[src/rtl/tas_pkg.sv]
package tas_pkg;
    localparam int TAS_AW    = 4;
    localparam int TAS_PORTS = 2;
endpackage

[src/rtl/tas_store.sv]
module tas_store #(
    parameter int AW = 4,
    parameter int NP = 2
) (
    input  logic                   clk,
    input  logic                   rst_n,
    input  logic [NP-1:0]          wr_en,
    input  logic [NP-1:0][AW-1:0]  wr_addr,
    input  logic [NP-1:0]          wr_data,
    input  logic [NP-1:0][AW-1:0]  rd_addr,
    output logic [NP-1:0]          rd_bit
);
    localparam int DEPTH = 1 << AW;

    logic [DEPTH-1:0] mem_d, mem_q;

    always_comb begin
        mem_d = mem_q;
        for (int p = 0; p < NP; p++) begin
            if (wr_en[p]) mem_d[wr_addr[p]] = wr_data[p];
        end
    end

    always_ff @(posedge clk or negedge rst_n) begin
        if (!rst_n) mem_q <= '0;
        else        mem_q <= mem_d;
    end

    for (genvar g = 0; g < NP; g++) begin : g_rd
        assign rd_bit[g] = mem_q[rd_addr[g]];

        // a write lands in the addressed cell
        p_write_lands_r3: assert property (@(posedge clk) disable iff (!rst_n)
            wr_en[g] |=> mem_q[$past(wr_addr[g])] == $past(wr_data[g]));
    end

    // two writers never target one cell at once
    p_single_writer_r5: assert property (@(posedge clk) disable iff (!rst_n)
        !(wr_en[0] && wr_en[1] && wr_addr[0] == wr_addr[1]));
endmodule

[src/rtl/tas_port_unit.sv]
module tas_port_unit #(
    parameter int AW = 4
) (
    input  logic          clk,
    input  logic          rst_n,
    input  logic          req,
    input  logic [AW-1:0] addr,
    input  logic          wdata,
    input  logic          blocked,
    input  logic          rd_bit,
    output logic          owned,
    output logic          sample,
    output logic [AW-1:0] own_addr,
    output logic          wr_en,
    output logic          wr_data
);
    typedef struct packed {
        logic          flag;
        logic          sample;
        logic          pend;
        logic [AW-1:0] addr;
        logic          data;
    } unit_t;

    unit_t st_d, st_q;
    logic  grant_c;

    always_comb begin
        st_d    = st_q;
        grant_c = req && !st_q.flag && !blocked;
        if (st_q.pend)            st_d.pend = 1'b0;
        if (st_q.flag && !req)    st_d.flag = 1'b0;
        if (grant_c) begin
            st_d.flag   = 1'b1;
            st_d.sample = rd_bit;
            st_d.pend   = 1'b1;
            st_d.addr   = addr;
            st_d.data   = wdata;
        end
    end

    always_ff @(posedge clk or negedge rst_n) begin
        if (!rst_n) st_q <= '0;
        else        st_q <= st_d;
    end

    assign owned    = st_q.flag;
    assign sample   = st_q.sample;
    assign own_addr = st_q.addr;
    assign wr_en    = st_q.pend && !st_q.sample;
    assign wr_data  = st_q.data;

    // ownership ends on the edge that sees the request low
    p_release_r8: assert property (@(posedge clk) disable iff (!rst_n)
        (st_q.flag && !req) |=> !st_q.flag);

    // held ownership keeps sample and address
    p_hold_r9: assert property (@(posedge clk) disable iff (!rst_n)
        (st_q.flag && req) |=> (st_q.flag && $stable(st_q.sample) && $stable(st_q.addr)));

    // one write per operation at most
    p_write_once_r3: assert property (@(posedge clk) disable iff (!rst_n)
        wr_en |=> !wr_en);
endmodule

[src/rtl/tas_sema_mem.sv]
module tas_sema_mem
    import tas_pkg::*;
#(
    parameter int AW = TAS_AW
) (
    input  logic          clk,
    input  logic          rst_n,
    input  logic          p0_req,
    input  logic [AW-1:0] p0_addr,
    input  logic          p0_wdata,
    output logic          p0_busy,
    output logic          p0_sample,
    output logic          p0_owned,
    input  logic          p1_req,
    input  logic [AW-1:0] p1_addr,
    input  logic          p1_wdata,
    output logic          p1_busy,
    output logic          p1_sample,
    output logic          p1_owned
);
    localparam int NP = TAS_PORTS;

    logic [NP-1:0]         req_v, wdata_v, blk_v, owned_v, sample_v;
    logic [NP-1:0]         wr_en_v, wr_data_v, rd_bit_v;
    logic [NP-1:0][AW-1:0] addr_v, own_addr_v;
    logic                  blk0, blk1, claim0;

    assign req_v   = {p1_req, p0_req};
    assign wdata_v = {p1_wdata, p0_wdata};
    assign addr_v  = {p1_addr, p0_addr};

    // port 0 wins a same-cycle tie, so its claim blocks port 1
    always_comb begin
        blk0   = owned_v[1] && (own_addr_v[1] == p0_addr);
        claim0 = p0_req && !owned_v[0] && !blk0;
        blk1   = (owned_v[0] && (own_addr_v[0] == p1_addr))
               || (claim0 && (p0_addr == p1_addr));
    end

    assign blk_v = {blk1, blk0};

    for (genvar i = 0; i < NP; i++) begin : g_port
        tas_port_unit #(.AW(AW)) u_unit (
            .clk      (clk),
            .rst_n    (rst_n),
            .req      (req_v[i]),
            .addr     (addr_v[i]),
            .wdata    (wdata_v[i]),
            .blocked  (blk_v[i]),
            .rd_bit   (rd_bit_v[i]),
            .owned    (owned_v[i]),
            .sample   (sample_v[i]),
            .own_addr (own_addr_v[i]),
            .wr_en    (wr_en_v[i]),
            .wr_data  (wr_data_v[i])
        );
    end

    tas_store #(.AW(AW), .NP(NP)) u_store (
        .clk     (clk),
        .rst_n   (rst_n),
        .wr_en   (wr_en_v),
        .wr_addr (own_addr_v),
        .wr_data (wr_data_v),
        .rd_addr (addr_v),
        .rd_bit  (rd_bit_v)
    );

    assign p0_busy   = p0_req && !owned_v[0] && blk0;
    assign p1_busy   = p1_req && !owned_v[1] && blk1;
    assign p0_sample = sample_v[0];
    assign p1_sample = sample_v[1];
    assign p0_owned  = owned_v[0];
    assign p1_owned  = owned_v[1];

    // never two owners of one address
    p_exclusive_r5: assert property (@(posedge clk) disable iff (!rst_n)
        !(p0_owned && p1_owned && own_addr_v[0] == own_addr_v[1]));

    // a request on the owned address is held off
    p_busy_r4: assert property (@(posedge clk) disable iff (!rst_n)
        (p1_req && p0_owned && own_addr_v[0] == p1_addr) |-> p1_busy);

    // tie on a free address goes to port 0
    p_tie_r6: assert property (@(posedge clk) disable iff (!rst_n)
        (p0_req && p1_req && p0_addr == p1_addr && !p0_owned && !p1_owned)
        |-> (!p0_busy && p1_busy));

    // different addresses never block
    p_parallel_r7: assert property (@(posedge clk) disable iff (!rst_n)
        (p0_addr != p1_addr && !p0_owned && !p1_owned) |-> (!p0_busy && !p1_busy));
endmodule

[config.mk]
export PLATFORM = sky130hd
export DESIGN_NAME = tas_sema_mem
export DESIGN_NICKNAME = d
export VERILOG_FILES = /design/src/rtl/tas_pkg.sv /design/src/rtl/tas_store.sv /design/src/rtl/tas_port_unit.sv /design/src/rtl/tas_sema_mem.sv
export SDC_FILE = /design/constraint.sdc
export NUM_CORES = 1
export LEC_CHECK = 0
export BUFFER_PORTS_ARGS = -buffer_cell sky130_fd_sc_hd__buf_4
export CORE_UTILIZATION = 40
export DETAILED_ROUTE_END_ITERATION = 10
export PLACE_DENSITY_LB_ADDON = 0.3
export SLEW_MARGIN = 20
export SYNTH_ARGS = -nofsm -noshare
export SYNTH_HDL_FRONTEND = slang
export SYNTH_SLANG_ARGS = --single-unit
[constraint.sdc]
create_clock -name clk -period 4.7 [get_ports clk]
set_clock_uncertainty 0.15 [all_clocks]
set_input_delay 0.94 -clock clk [delete_from_list [all_inputs] [get_ports clk]]
set_output_delay 0.94 -clock clk [all_outputs]
set_load 0.01 [all_outputs]
Yosys cells after proc, flatten, opt, wreduce, memory -nomap -nowiden
Index checks and enable logic that the tools add are counted.
- order comparisons: 6
- eq/ne operators: 3
- muxes and demuxes: 16
- reductions and logical operators: 26
- operator list (kind ; count):
    bitwise mux 16 bit ; 2
    two-way mux 16 bit ; 2
    < comparator 4 x 5 -> 1 bit (second input constant) ; 4
    two-way mux 8 bit ; 2
    logical AND 1 bit ; 15
    equality test 4 bit ; 3
    binary-select mux 1 bit (select 4 bit) ; 2
    demux 1 bit (select 4 bit) ; 2
    >= comparator 4 x 1 -> 1 bit (second input constant) ; 2
    logical NOT 1 bit ; 8
    two-way mux 1 bit ; 6
    nonzero test 2 bit ; 2
    logical OR 1 bit ; 1
- register bits after elaboration: 32
- output and inout port bits: 6

Longest topological paths before layout
- depth after elaboration: 9
- depth in mapped cells: 6
- mapped depth without buffers: 5

Hierarchy
A second synthesis with hierarchy kept.
- cell total of the unflattened synthesis: 217
- area, all modules: 2182.1 sq um
- modules (own cells, without submodules) (module ; times used ; cells an instance ; area an instance (sq um) ; seq. area each (sq um)):
    tas_store ; 1 ; 147 ; 1320.0 ; 400.4
    tas_port_unit ; 2 ; 22 ; 334.1 ; 200.2
    tas_sema_mem ; 1 ; 26 ; 193.9 ; 0.0

Least setup slack after synthesis
Ideal clock, no wire load.
- path type: in2out
- start point: input p1_addr[2]
- end point: output p1_busy
- data arrival time: 2285 ps
- setup slack: 1325 ps
- stages: 5
- cells stage by stage: clkbuf_1 -> xor2_1 -> nor4_1 -> a21oi_1 -> nor3_1
- word-level cells in the longest chain between the ends: 4
- elaborated cells on any way between the ends: 6
- classes of those cells: 2 x eq/ne; 4 x reduce/logical
- RTL lines (element ; line ; text):
    start, declared ; tas_sema_mem.sv:15 ; input logic [AW-1:0] p1_addr,
    equality test 4 bit (on tied branches) ; tas_sema_mem.sv:36, tas_sema_mem.sv:37 ;
    logical AND 1 bit (on tied branches) ; tas_sema_mem.sv:36, tas_sema_mem.sv:37 ;
    logical OR 1 bit (*) ; tas_sema_mem.sv:37 ; || (claim0 && (p0_addr == p1_addr));
    logical AND 1 bit (*) ; tas_sema_mem.sv:70 ; assign p1_busy = p1_req && !owned_v[1] && blk1;
    end, declared ; tas_sema_mem.sv:17 ; output logic p1_busy,
Mark *: on every way between the ends. The rest lies on a longest branch, timed or not.

Worst setup path after layout
- start point: input p0_addr[2]
- end point: output p1_busy
- word-level cells in the longest chain between the ends: 7
- elaborated cells on any way between the ends: 8
- classes of those cells: 2 x eq/ne; 6 x reduce/logical
- RTL lines (element ; line ; text):
    start, declared ; tas_sema_mem.sv:9 ; input logic [AW-1:0] p0_addr,
    equality test 4 bit ; tas_sema_mem.sv:34 ; blk0 = owned_v[1] && (own_addr_v[1] == p0_addr);
    logical AND 1 bit ; tas_sema_mem.sv:34 ;
    logical NOT 1 bit ; tas_sema_mem.sv:35 ; claim0 = p0_req && !owned_v[0] && !blk0;
    logical AND 1 bit ; tas_sema_mem.sv:35 ;
    logical AND 1 bit (*) ; tas_sema_mem.sv:37 ;
    logical OR 1 bit (*) ; tas_sema_mem.sv:37 ;
    logical AND 1 bit (*) ; tas_sema_mem.sv:70 ;
Marks and branches as above.

==> metrics <==
Seq/Total Area, Yosys=approximately two fifths; synthesized area per cell=between 10 and 15 um^2; later-pin clock latency in the skew report=just under 300 ps; fmax=slightly below 300 MHz; placer congestion estimate=0.8211; Final Util=47.58%; P_sw=346.6 uW; synth unique cells=35; Reg2Reg Depth=5; port bufs=19; number of global-route vias before repair=between 1000 and 1500; Longest Clk Path Bufs=2; status=finished clean; CTS clk-pin slew, worst paths=approximately 60 ps; final hold violations=0; Area Overhead vs Synth=12.12%; Register Area=~800 um^2; CTS tree=built; final setup margin=~1300 ps; Die H=roughly 73 um; Starting Density=approximately 42%; worst reg2reg path startpoint=g_port[1].u_unit.own_addr[0]$_DFFE_PN0P_; PD cells=approximately 450 mW/mm^2; # setup viols final=0; area leader, netlist=dfrtp_1; H-tree depth=2; top post-synthesis cells by area=dfrtp_1, mux2_2, mux4_2, mux2i_1, xor2_1; worst vdd ir=about 120 uV; final WL=4.468 mm; FP Rows=25; Worst Path Max Fanout=9; Clock power frac=approximately 22%; die width=around 73 um; Reg power frac=between 40% and 50%; dpl cell area=~0.0022 mm^2; Post-CTS Setup Bufs=0; Hold Path Class=register to register; Remaining DRCs=0; DR vias=approximately 1500; Worst Path Required=approximately 3600 ps; IO Pins=20; Worst R2R Setup Slack=between 2000 and 2500 ps; Post-Syn Instances=199; number of synthesized register bits=32; WL per Instance=between 15 and 20 um; Post-synth top cells=dfrtp_1, nand2_1, mux2_2, nor2_1, a21oi_1; initial antenna violation count=0; largest net degree at the start of global routing=33; Worst Hold Depth=1; Comb pwr share=about 30%; Post-synth EDFFs=0; first-pass GRT wire length=roughly 7.5 mm; yosys warns=0; Root Buffer=clkbuf_8; count leader, synth=dfrtp_1; Core ar.=0.004817 mm^2; clock sinks=32; DP Worst Slack=1278 ps; Internal=a little under 700 uW; Post-Syn Area=about 0.002 mm^2; Synthesized Nets=around 210; Max-Cap Viols=0; Post-CTS Hold Buffers=0; Slew @ Worst Pin=~900 ps; DR vias/cell=approximately 5.5; relative slew slack=around two fifths; worst r2r dst=g_port[1].u_unit.sample$_DFFE_PN0P_; crit path capture type=primary output; Die Area=0.005401 mm^2; Multi-input gate area=between 0.001 and 0.0015 mm^2; fin crit share=between 70% and 80%; CTS Buf Count=5; Iter 0 DRT Violations=roughly 100; Total Routing Usage GR=between 10% and 20%; Yosys top cell area share=39.17%; Fin Hold WS=slightly above 400 ps; Hold Path Sink=g_port[1].u_unit.sample$_DFFE_PN0P_; launch point of the worst hold path=g_port[1].u_unit.sample$_DFFE_PN0P_; Final Cell Area=0.002292 mm^2; worst path arrival time=around 2400 ps; Fin Setup TNS=0 ps; router iterations before antenna repair=4; count of final max-slew check failures=0; switching portion of total power=between 30 and 40%; # diodes=0; CTS resizes=0; most used flip-flop cell after synthesis=dfrtp_1; Final min period=3438 ps; critical path class=input pin to primary output; FFs w/ async S/R, synth=100.0%; Worst setup SP type=input pin; RSZ-0062 raised after global routing=no; LEAKAGE=around 1 nW; GRT overflow=0; fillers=474; fraction of layout cells with a size suffix above 1=roughly a quarter; post-detail-place hpwl=3.270 mm; Final Net Count=around 220; DRT antenna net count=0
critical path, stage by stage:
cell,delay (ps)
buf_4,160
xor2_1,160
nor4_1,570
a21oi_1,180
nor3_1,180
buf_4,150
metal layers:
layer | GRT usage, % | vias up | share of wire (%)
met3 | 4.527 | 6 | 4.0
met1 | 23.80 | 753 | 46
li1 | - | 726 | -
met5 | 0 | - | 0
met2 | 31.70 | 31 | 49
met4 | 7.051 | 0 | 1.4
per-stage QoR:
stage	instances	total power, mW
3_3_place_gp	269	0.8013
4_1_cts	276	1.039
2_1_floorplan	199	0.7092
5_1_grt	276	1.093
6_report	276	1.032
3_5_place_dp	269	0.8091
power groups by stage:
stage               sequential (mW)  clock (mW)  combinational (mW)
floorplan                     0.425           0               0.284
global placement              0.498           0               0.303
detailed placement            0.499           0               0.310
CTS                           0.493       0.235               0.311
global route                  0.509       0.247               0.337
finish                        0.494       0.229               0.309
logic make-up after synthesis:
family / count (synthesis) / share of synthesized area (%)
and+or+nand+nor: 72 / 17.75
muxes: 40 / 24.97
DFF: 32 / 39.17
AOI/OAI and AO/OA: 26 / 9.119
buffers and inverters: 17 / 3.855
xor gates and xnor gates: 12 / 5.141
cell type report:
class                      count  share of cell area [%]
multi-input combinational    150                   50.82
sequential                    32                   34.93
timing repair buffer          19                   6.223
clock buffer                   7                   4.203
tap                           67                   3.657
inverter                       1                  0.1638
placed cells by master (no fill, tap or decap), drive strengths merged, types with 3 or more instances in the layout:
cell,count
nor2b,6
mux4,7
a21oi,16
buf,19
nand2b,3
nand2,21
nand3,8
xor2,10
dfrtp,32
nor2,18
clkbuf,7
nor3,4
mux2,18
mux2i,15
state kept, by name (all words and copies together), names as in the netlist:
register                flops
u_store.mem_q              16
g_port.u_unit.own_addr      8
g_port.u_unit.sample        2
g_port.u_unit.wr_data       2
g_port.u_unit.owned         2
g_port.u_unit.st_q          2
worst max path at each step:
stage                from      end  slack [ps]  cells after the start
2_1_floorplan  p1_addr[2]  p1_busy        1320                      5
3_3_place_gp   p0_addr[2]  p1_busy        1300                      6
3_5_place_dp   p0_addr[2]  p1_busy        1280                      6
4_1_cts        p0_addr[2]  p1_busy        1280                      6
5_1_grt        p0_addr[2]  p1_busy        1160                      6
6_report       p0_addr[2]  p1_busy        1260                      6
Power figures use the tool's default switching activity.
